### src/rtl/sas_pkg.sv
package sas_pkg;

    // Smallest divider either engine accepts.
    localparam int unsigned MIN_DIV = 2;

    typedef enum logic [1:0] {
        ST_IDLE = 2'd0,
        ST_PRE  = 2'd1,
        ST_DATA = 2'd2
    } str_state_e;

    // True when v has at most one bit set.
    function automatic logic is_pow2(input logic [31:0] v);
        return ((v & (v - 32'd1)) == 32'd0);
    endfunction

endpackage

### src/rtl/sas_clk_gen.sv
module sas_clk_gen #(
    parameter int DIV_W = 5,
    parameter int CNT_W = 16
) (
    input  logic             clk,
    input  logic             rst_n,
    input  logic [DIV_W-1:0] period,
    input  logic [DIV_W-1:0] high_ticks,
    input  logic             en,
    input  logic             restart,
    input  logic             pulse_go,
    input  logic [CNT_W-1:0] pulse_num,
    output logic             sck_raw,
    output logic             busy
);
    import sas_pkg::*;

    typedef struct packed {
        logic [DIV_W-1:0] ph;       // phase inside the current period
        logic [CNT_W-1:0] left;     // pulses still to be emitted
        logic             active;   // current period carries a pulse
        logic             raw;      // registered line level before polarity
        logic             en_seen;  // enable was high last cycle
    } cg_state_t;

    cg_state_t q, d;
    logic [DIV_W-1:0] p_eff, p_m1;
    logic [CNT_W-1:0] eff_left;
    logic             boundary;

    always_comb begin
        p_eff    = (period < DIV_W'(MIN_DIV)) ? DIV_W'(MIN_DIV) : period;
        p_m1     = p_eff - DIV_W'(1);
        eff_left = pulse_go ? pulse_num : q.left;
        boundary = !q.en_seen || restart || (q.ph >= p_m1);
        d        = q;
        if (!en) begin
            d.ph      = '0;
            d.left    = '0;
            d.active  = 1'b0;
            d.raw     = 1'b0;
            d.en_seen = 1'b0;
        end else begin
            d.en_seen = 1'b1;
            if (boundary) begin
                d.ph = '0;
                if (eff_left != '0) begin
                    d.active = 1'b1;
                    d.left   = eff_left - CNT_W'(1);
                end else begin
                    d.active = 1'b0;
                    d.left   = '0;
                end
            end else begin
                d.ph   = q.ph + DIV_W'(1);
                d.left = eff_left;
            end
            d.raw = d.active && (d.ph < high_ticks);
        end
    end

    always_ff @(posedge clk) begin
        if (!rst_n) begin
            q <= '0;
        end else begin
            q <= d;
        end
    end

    assign sck_raw = q.raw;
    assign busy    = q.active || (q.left != '0);

    assert_restart_zero_R4: assert property (@(posedge clk) disable iff (!rst_n)
        (en && restart) |=> (q.ph == '0));

    assert_off_quiet_R5: assert property (@(posedge clk) disable iff (!rst_n)
        (!en) |=> (!sck_raw && !busy));

    assert_no_early_pulse_R3: assert property (@(posedge clk) disable iff (!rst_n)
        (en && q.en_seen && !restart && (q.ph < p_m1) && !q.active) |=> !q.active);

    assert_pulse_starts_high_R2: assert property (@(posedge clk) disable iff (!rst_n)
        (en && $rose(q.active) && (high_ticks != '0)) |-> sck_raw);

endmodule

### src/rtl/sas_streamer.sv
module sas_streamer #(
    parameter int DIV_W        = 5,
    parameter int DLY_W        = 16,
    parameter int DATA_W       = 32,
    parameter bit EXTEND_FIRST = 1'b1,
    localparam int BITS_W      = $clog2(DATA_W + 1)
) (
    input  logic              clk,
    input  logic              rst_n,
    input  logic [DIV_W-1:0]  period,
    input  logic              tx_go,
    input  logic [DLY_W-1:0]  tx_delay,
    input  logic [DATA_W-1:0] tx_word,
    input  logic [BITS_W-1:0] tx_bits,
    output logic              sdo,
    output logic              busy
);
    import sas_pkg::*;

    typedef struct packed {
        str_state_e        st;
        logic [DLY_W-1:0]  tick;   // cycles left in the current slot minus one
        logic [DATA_W-1:0] sh;     // remaining bits, next one at the top
        logic [BITS_W-1:0] left;   // bits still to be sent after the current
        logic              sdo;
    } st_state_t;

    st_state_t q, d;
    logic [DIV_W-1:0]  p_eff;
    logic              ext;
    logic [BITS_W-1:0] shamt;
    logic [DATA_W-1:0] aligned;
    logic [DATA_W-1:0] src_sh;
    logic [BITS_W-1:0] src_left;
    logic              launch;
    logic              accept;

    assign p_eff = (period < DIV_W'(MIN_DIV)) ? DIV_W'(MIN_DIV) : period;

    generate
        if (EXTEND_FIRST) begin : g_stretch
            assign ext = !is_pow2(32'(p_eff));
        end else begin : g_plain
            assign ext = 1'b0;
        end
    endgenerate

    always_comb begin
        shamt    = BITS_W'(DATA_W) - tx_bits;
        aligned  = tx_word << shamt;
        accept   = tx_go && (tx_bits != '0) && (q.st == ST_IDLE);
        launch   = 1'b0;
        src_sh   = q.sh;
        src_left = q.left;
        d        = q;
        case (q.st)
            ST_IDLE: begin
                d.sdo = 1'b0;
                if (accept) begin
                    d.sh   = aligned;
                    d.left = tx_bits;
                    if (tx_delay == '0) begin
                        launch   = 1'b1;
                        src_sh   = aligned;
                        src_left = tx_bits;
                    end else begin
                        d.st   = ST_PRE;
                        d.tick = tx_delay - DLY_W'(1);
                    end
                end
            end
            ST_PRE: begin
                d.sdo = 1'b0;
                if (q.tick == '0) begin
                    launch = 1'b1;
                end else begin
                    d.tick = q.tick - DLY_W'(1);
                end
            end
            ST_DATA: begin
                if (q.tick != '0) begin
                    d.tick = q.tick - DLY_W'(1);
                end else if (q.left == '0) begin
                    d.st  = ST_IDLE;
                    d.sdo = 1'b0;
                end else begin
                    d.sdo  = q.sh[DATA_W-1];
                    d.sh   = q.sh << 1;
                    d.left = q.left - BITS_W'(1);
                    d.tick = DLY_W'(p_eff) - DLY_W'(1);
                end
            end
            default: begin
                d.st  = ST_IDLE;
                d.sdo = 1'b0;
            end
        endcase
        if (launch) begin
            d.st   = ST_DATA;
            d.sdo  = src_sh[DATA_W-1];
            d.sh   = src_sh << 1;
            d.left = src_left - BITS_W'(1);
            d.tick = DLY_W'(p_eff) - DLY_W'(1) + DLY_W'(ext);
        end
    end

    always_ff @(posedge clk) begin
        if (!rst_n) begin
            q <= '{st: ST_IDLE, tick: '0, sh: '0, left: '0, sdo: 1'b0};
        end else begin
            q <= d;
        end
    end

    assign sdo  = q.sdo;
    assign busy = (q.st != ST_IDLE);

    assert_pre_quiet_R8: assert property (@(posedge clk) disable iff (!rst_n)
        (q.st == ST_PRE) |-> !sdo);

    assert_idle_quiet_R9: assert property (@(posedge clk) disable iff (!rst_n)
        (q.st == ST_IDLE) |-> !sdo);

    assert_bit_hold_R9: assert property (@(posedge clk) disable iff (!rst_n)
        ((q.st == ST_DATA) && (q.tick != '0)) |=> $stable(sdo));

    assert_go_ignored_R11: assert property (@(posedge clk) disable iff (!rst_n)
        ((q.st == ST_PRE) && (q.tick != '0) && tx_go) |=> (q.st == ST_PRE));

endmodule

### src/rtl/phase_aligned_tx.sv
module phase_aligned_tx #(
    parameter int DIV_W        = 5,
    parameter int CNT_W        = 16,
    parameter int DLY_W        = 16,
    parameter int DATA_W       = 32,
    parameter bit EXTEND_FIRST = 1'b1,
    localparam int BITS_W      = $clog2(DATA_W + 1)
) (
    input  logic              clk,
    input  logic              rst_n,
    input  logic [DIV_W-1:0]  period,
    input  logic [DIV_W-1:0]  high_ticks,
    input  logic              cpol,
    input  logic              ck_enable,
    input  logic              ck_restart,
    input  logic              pulse_go,
    input  logic [CNT_W-1:0]  pulse_num,
    input  logic              tx_go,
    input  logic [DLY_W-1:0]  tx_delay,
    input  logic [DATA_W-1:0] tx_word,
    input  logic [BITS_W-1:0] tx_bits,
    output logic              sck,
    output logic              sdo,
    output logic              busy
);
    logic cg_raw, cg_busy, st_busy;

    sas_clk_gen #(
        .DIV_W (DIV_W),
        .CNT_W (CNT_W)
    ) u_clk (
        .clk        (clk),
        .rst_n      (rst_n),
        .period     (period),
        .high_ticks (high_ticks),
        .en         (ck_enable),
        .restart    (ck_restart),
        .pulse_go   (pulse_go),
        .pulse_num  (pulse_num),
        .sck_raw    (cg_raw),
        .busy       (cg_busy)
    );

    sas_streamer #(
        .DIV_W        (DIV_W),
        .DLY_W        (DLY_W),
        .DATA_W       (DATA_W),
        .EXTEND_FIRST (EXTEND_FIRST)
    ) u_str (
        .clk      (clk),
        .rst_n    (rst_n),
        .period   (period),
        .tx_go    (tx_go),
        .tx_delay (tx_delay),
        .tx_word  (tx_word),
        .tx_bits  (tx_bits),
        .sdo      (sdo),
        .busy     (st_busy)
    );

    assign sck  = cg_raw ^ cpol;
    assign busy = cg_busy | st_busy;

    assert_reset_idle_R1: assert property (@(posedge clk)
        (!rst_n) |=> (!sdo && !busy));

    assert_busy_cover_R12: assert property (@(posedge clk) disable iff (!rst_n)
        (sdo || (cg_raw && ck_enable)) |-> busy);

endmodule

### config.mk
export PLATFORM = sky130hd
export DESIGN_NAME = phase_aligned_tx
export DESIGN_NICKNAME = d
export VERILOG_FILES = /design/src/rtl/sas_pkg.sv /design/src/rtl/sas_clk_gen.sv /design/src/rtl/sas_streamer.sv /design/src/rtl/phase_aligned_tx.sv
export SDC_FILE = /design/constraint.sdc
export NUM_CORES = 1
export LEC_CHECK = 0
export BUFFER_PORTS_ARGS = -buffer_cell sky130_fd_sc_hd__buf_2
export CAP_MARGIN = 30
export CORE_ASPECT_RATIO = 1.2
export CORE_MARGIN = 2
export CORE_UTILIZATION = 55
export CTS_CLUSTER_SIZE = 30
export DETAILED_ROUTE_END_ITERATION = 8
export PLACE_DENSITY_LB_ADDON = 0.12
export SLEW_MARGIN = 20
export SYNTH_ARGS = -nofsm -noshare
export SYNTH_HDL_FRONTEND = slang
export SYNTH_HIERARCHICAL = 1
export SYNTH_SLANG_ARGS = --single-unit
### constraint.sdc
create_clock -name clk -period 4.1 [get_ports clk]
set_input_delay 0.615 -clock clk [delete_from_list [all_inputs] [get_ports clk]]
set_output_delay 0.615 -clock clk [all_outputs]
set_load 0.01 [all_outputs]
==> metrics.txt <==
HPWL Detailed=16500 µm; Antenna Nets Post-Route=0; metal1 wirelength=9270 µm; Clock Latency Late Sink=0.34 ns; post-DR wirelength/cell=18.2 µm; first-pass GRT wire length=36200 µm; Fmax achieved=0.300 GHz; CP Class=in -> reg; delay-heaviest family, CP=simple AND/OR/NAND/NOR gates; CTS max path bufs=2; Die Height=134 µm; final period utilization=81.3%; cell area after layout=8590 µm²; DIE WIDTH=112 µm; DR WL met3=1150 µm; most used cell, CP=ha_1; Placed Area=8310 µm²; Power Density=392 nW/µm²; iteration count of the initial detailed-routing pass=5; Worst Skew=0.00707 ns; Post-synth EDFFs=0; Setup violations, final=0; Net Sw Frac=41.2%; Logic pwr share=45.9%; die area=15000 µm²; Worst Setup End Kind=register; Clock power frac=22.8%; initial antenna violation count=0; CP bufs+invs=2; Num Clock Sinks=81; Worst setup SP type=primary input; HP Start=u_str/q[8]$_SDFFE_PN0P_; WP data required=4.30 ns; GRT Total Usage=29.3%; Worst Setup SP=period[2]; pins over their slew limit=0; mapped cell area=7740 µm²; status=complete, no violations; Non-Filler Instances=1224; YS warnings=6; area of the multi-input gates=5710 µm²; Int Pwr=0.00198 W; Util after Layout=62.4%; post-layout net count=1166; Post-Synthesis Cells=989; setup TNS=0 ns; worst setup margin=0.765 ns; final wirelength=22200 µm; Tmin final=3.33 ns; port buffer count=89; Yosys cell types=79; crit-path max cell delay=0.42 ns; CTS tree=built; postcts setup bufs=0; First DRT Iteration DRCs=548; Leak=3.37 nW; Num CTS Buffers=9; Max-slew headroom=31.0%; number of global-route vias before repair=7452; cts repair resizes=0; Core Rows=47; Layout fillers=1308; gpl congestion=0.945; syn_area_per_cell=7.83 µm²; slowest library cell on the worst path=or3_1; register area=1620 µm²; pre-CTS setup slack=0.398 ns; Placed Cells=1208; Initial Utilization=56.2%; CORE AREA=13800 µm²; Highest Signal Layer=met4; Arrival @ worst endpoint=3.54 ns; I/O pins=90; Seq pwr share=31.3%; Reg clk slew, reported paths=0.07 ns; clock root cell=clkbuf_16; register bit count reported by yosys=81; asr flop ratio synth=0%; maximum number of pins on one net before global-route repair=48; sequential element share of the synthesized area=21.0%; Residual DRC=0; Synth Flop Type=dfxtp_1; Final Hold Fails=0; Switch Pwr=0.00139 W; cts hold-fix bufs=0; htree depth=3; DR vias=7818; worst-path maximum fanout=9; Post-Syn Nets=1106; reg-to-reg startpoint=u_str/q[48]$_SDFFE_PN0P_; cells along the critical path=buf_2, or3_1, o21ai_0, ha_1, inv_1, or3_1, ha_1, or4_1, ha_1, ha_1, nand2_1, xnor2_1, nand2_1, o21ai_0, a21oi_1; worst-margin pin slew=1.03 ns; RSZ-0062 raised after global routing=no; total of max-cap violations=0; Tightest Hold Check Type=reg -> reg; met2 WL=11000 µm; Max IR drop VDD=0.250 mV; Synth-to-Final Area Change=11.0%; number of diodes=0; layout cells sized above 1=19.4%; number of vias per cell=6.39; gr ovfl total=0
placed cells by master, fill, tap and decap left out, types with 8 or more instances in the layout:
cell	count
a211oi_1	19
a21oi_1	55
a22oi_1	8
a31oi_1	20
buf_2	89
buf_4	28
clkbuf_16	9
dfxtp_1	81
ha_1	30
inv_1	29
mux2_2	29
mux2i_1	53
mux4_2	17
nand2_1	78
nand2b_1	8
nand3_1	23
nand4_1	9
nor2_1	111
nor3_1	46
nor4_1	15
o211ai_1	13
o21ai_0	54
o221ai_1	8
o22ai_1	15
o31ai_1	9
or3_1	10
xnor2_1	23
xor2_1	24
layer usage:
metal  up-vias  global-route usage, %
met2       260                   51.3
met1      3652                   35.8
met4         0                   12.9
li1       3851                      -
met5         -                      0
met3        55                   3.93
state kept, by name (all words and copies together) (netlist names):
name           cells
u_clk/sck_raw      1
u_str/sdo          1
u_str/q           56
u_clk/q           23
synth_stat cells, types with 13 or more instances:
library cell,instances,area [µm²]
dfxtp_1,81,1620
nor2_1,111,417
a31oi_1,21,131
mux2i_1,53,531
o211ai_1,13,97.6
nand3_1,23,115
clkbuf_1,38,143
mux2_2,29,327
a211oi_1,19,143
nand2_1,78,293
buf_2,21,105
a21oi_1,55,275
mux4_2,17,383
xor2_1,25,219
nor4_1,15,93.8
xnor2_1,23,201
o21ai_0,54,270
o22ai_1,15,93.8
ha_1,30,375
nor3_1,46,230
inv_1,29,109
final timing paths:
path	endpoint	slack (ns)	cells past startpoint
worst max-delay path	u_str/q[43]$_SDFFE_PN0P_	0.77	15
worst min-delay path	u_str/q[8]$_SDFFE_PN0P_	0.46	2
worst max register to register	u_str/q[32]$_SDFFE_PN0P_	0.89	8
worst min register to register	u_str/q[8]$_SDFFE_PN0P_	0.46	2
per-stage QoR:
step | power, W | hold WS, ns
finish | 0.00337 | 0.462
global route | 0.00359 | 0.476
CTS | 0.00335 | 0.463
detailed placement | 0.00258 | 0.447
global placement | 0.00256 | 0.448
floorplan | 0.00220 | 0.432
layout make-up:
cell class | count | share of cell area (%)
multi-input cells | 810 | 66.4
flip-flops and latches | 81 | 18.9
repair buffers | 118 | 7.76
clock buffers | 11 | 2.83
well taps | 171 | 2.49
inverters | 29 | 1.27
clock inverters | 4 | 0.335
worst register-to-register path: cells and delay by family, from the launching register on:
| kind | cells | cell delay (ns) |
|---|---|---|
| AOI/OAI and AO/OA | 3 | 0.61 |
| buffers and inverters | 1 | 0.32 |
| DFF | 1 | 0.35 |
| and+or+nand+nor | 4 | 1.87 |
power groups by stage:
| stage | sequential (W) | clock [W] | combinational [W] |
|---|---|---|---|
| after floorplan | 0.00103 | 0 | 0.00117 |
| after detailed placement | 0.00106 | 0 | 0.00151 |
| final | 0.00105 | 0.000768 | 0.00155 |
| after CTS | 0.00105 | 0.000779 | 0.00152 |
| after global placement | 0.00106 | 0 | 0.00150 |
| after global routing | 0.00107 | 0.000812 | 0.00170 |
cell families after synthesis:
family	after synthesis	share of synthesized area (%)
adder cells (fa/ha/maj)	30	4.85
AND/OR/NAND/NOR	353	22.6
flip-flops	81	21.0
AO/OA/AOI/OAI	279	24.4
XOR/XNOR	49	5.64
multiplexers	99	16.0
buffers and inverters	98	5.48
Power figures use the tool's default switching activity.
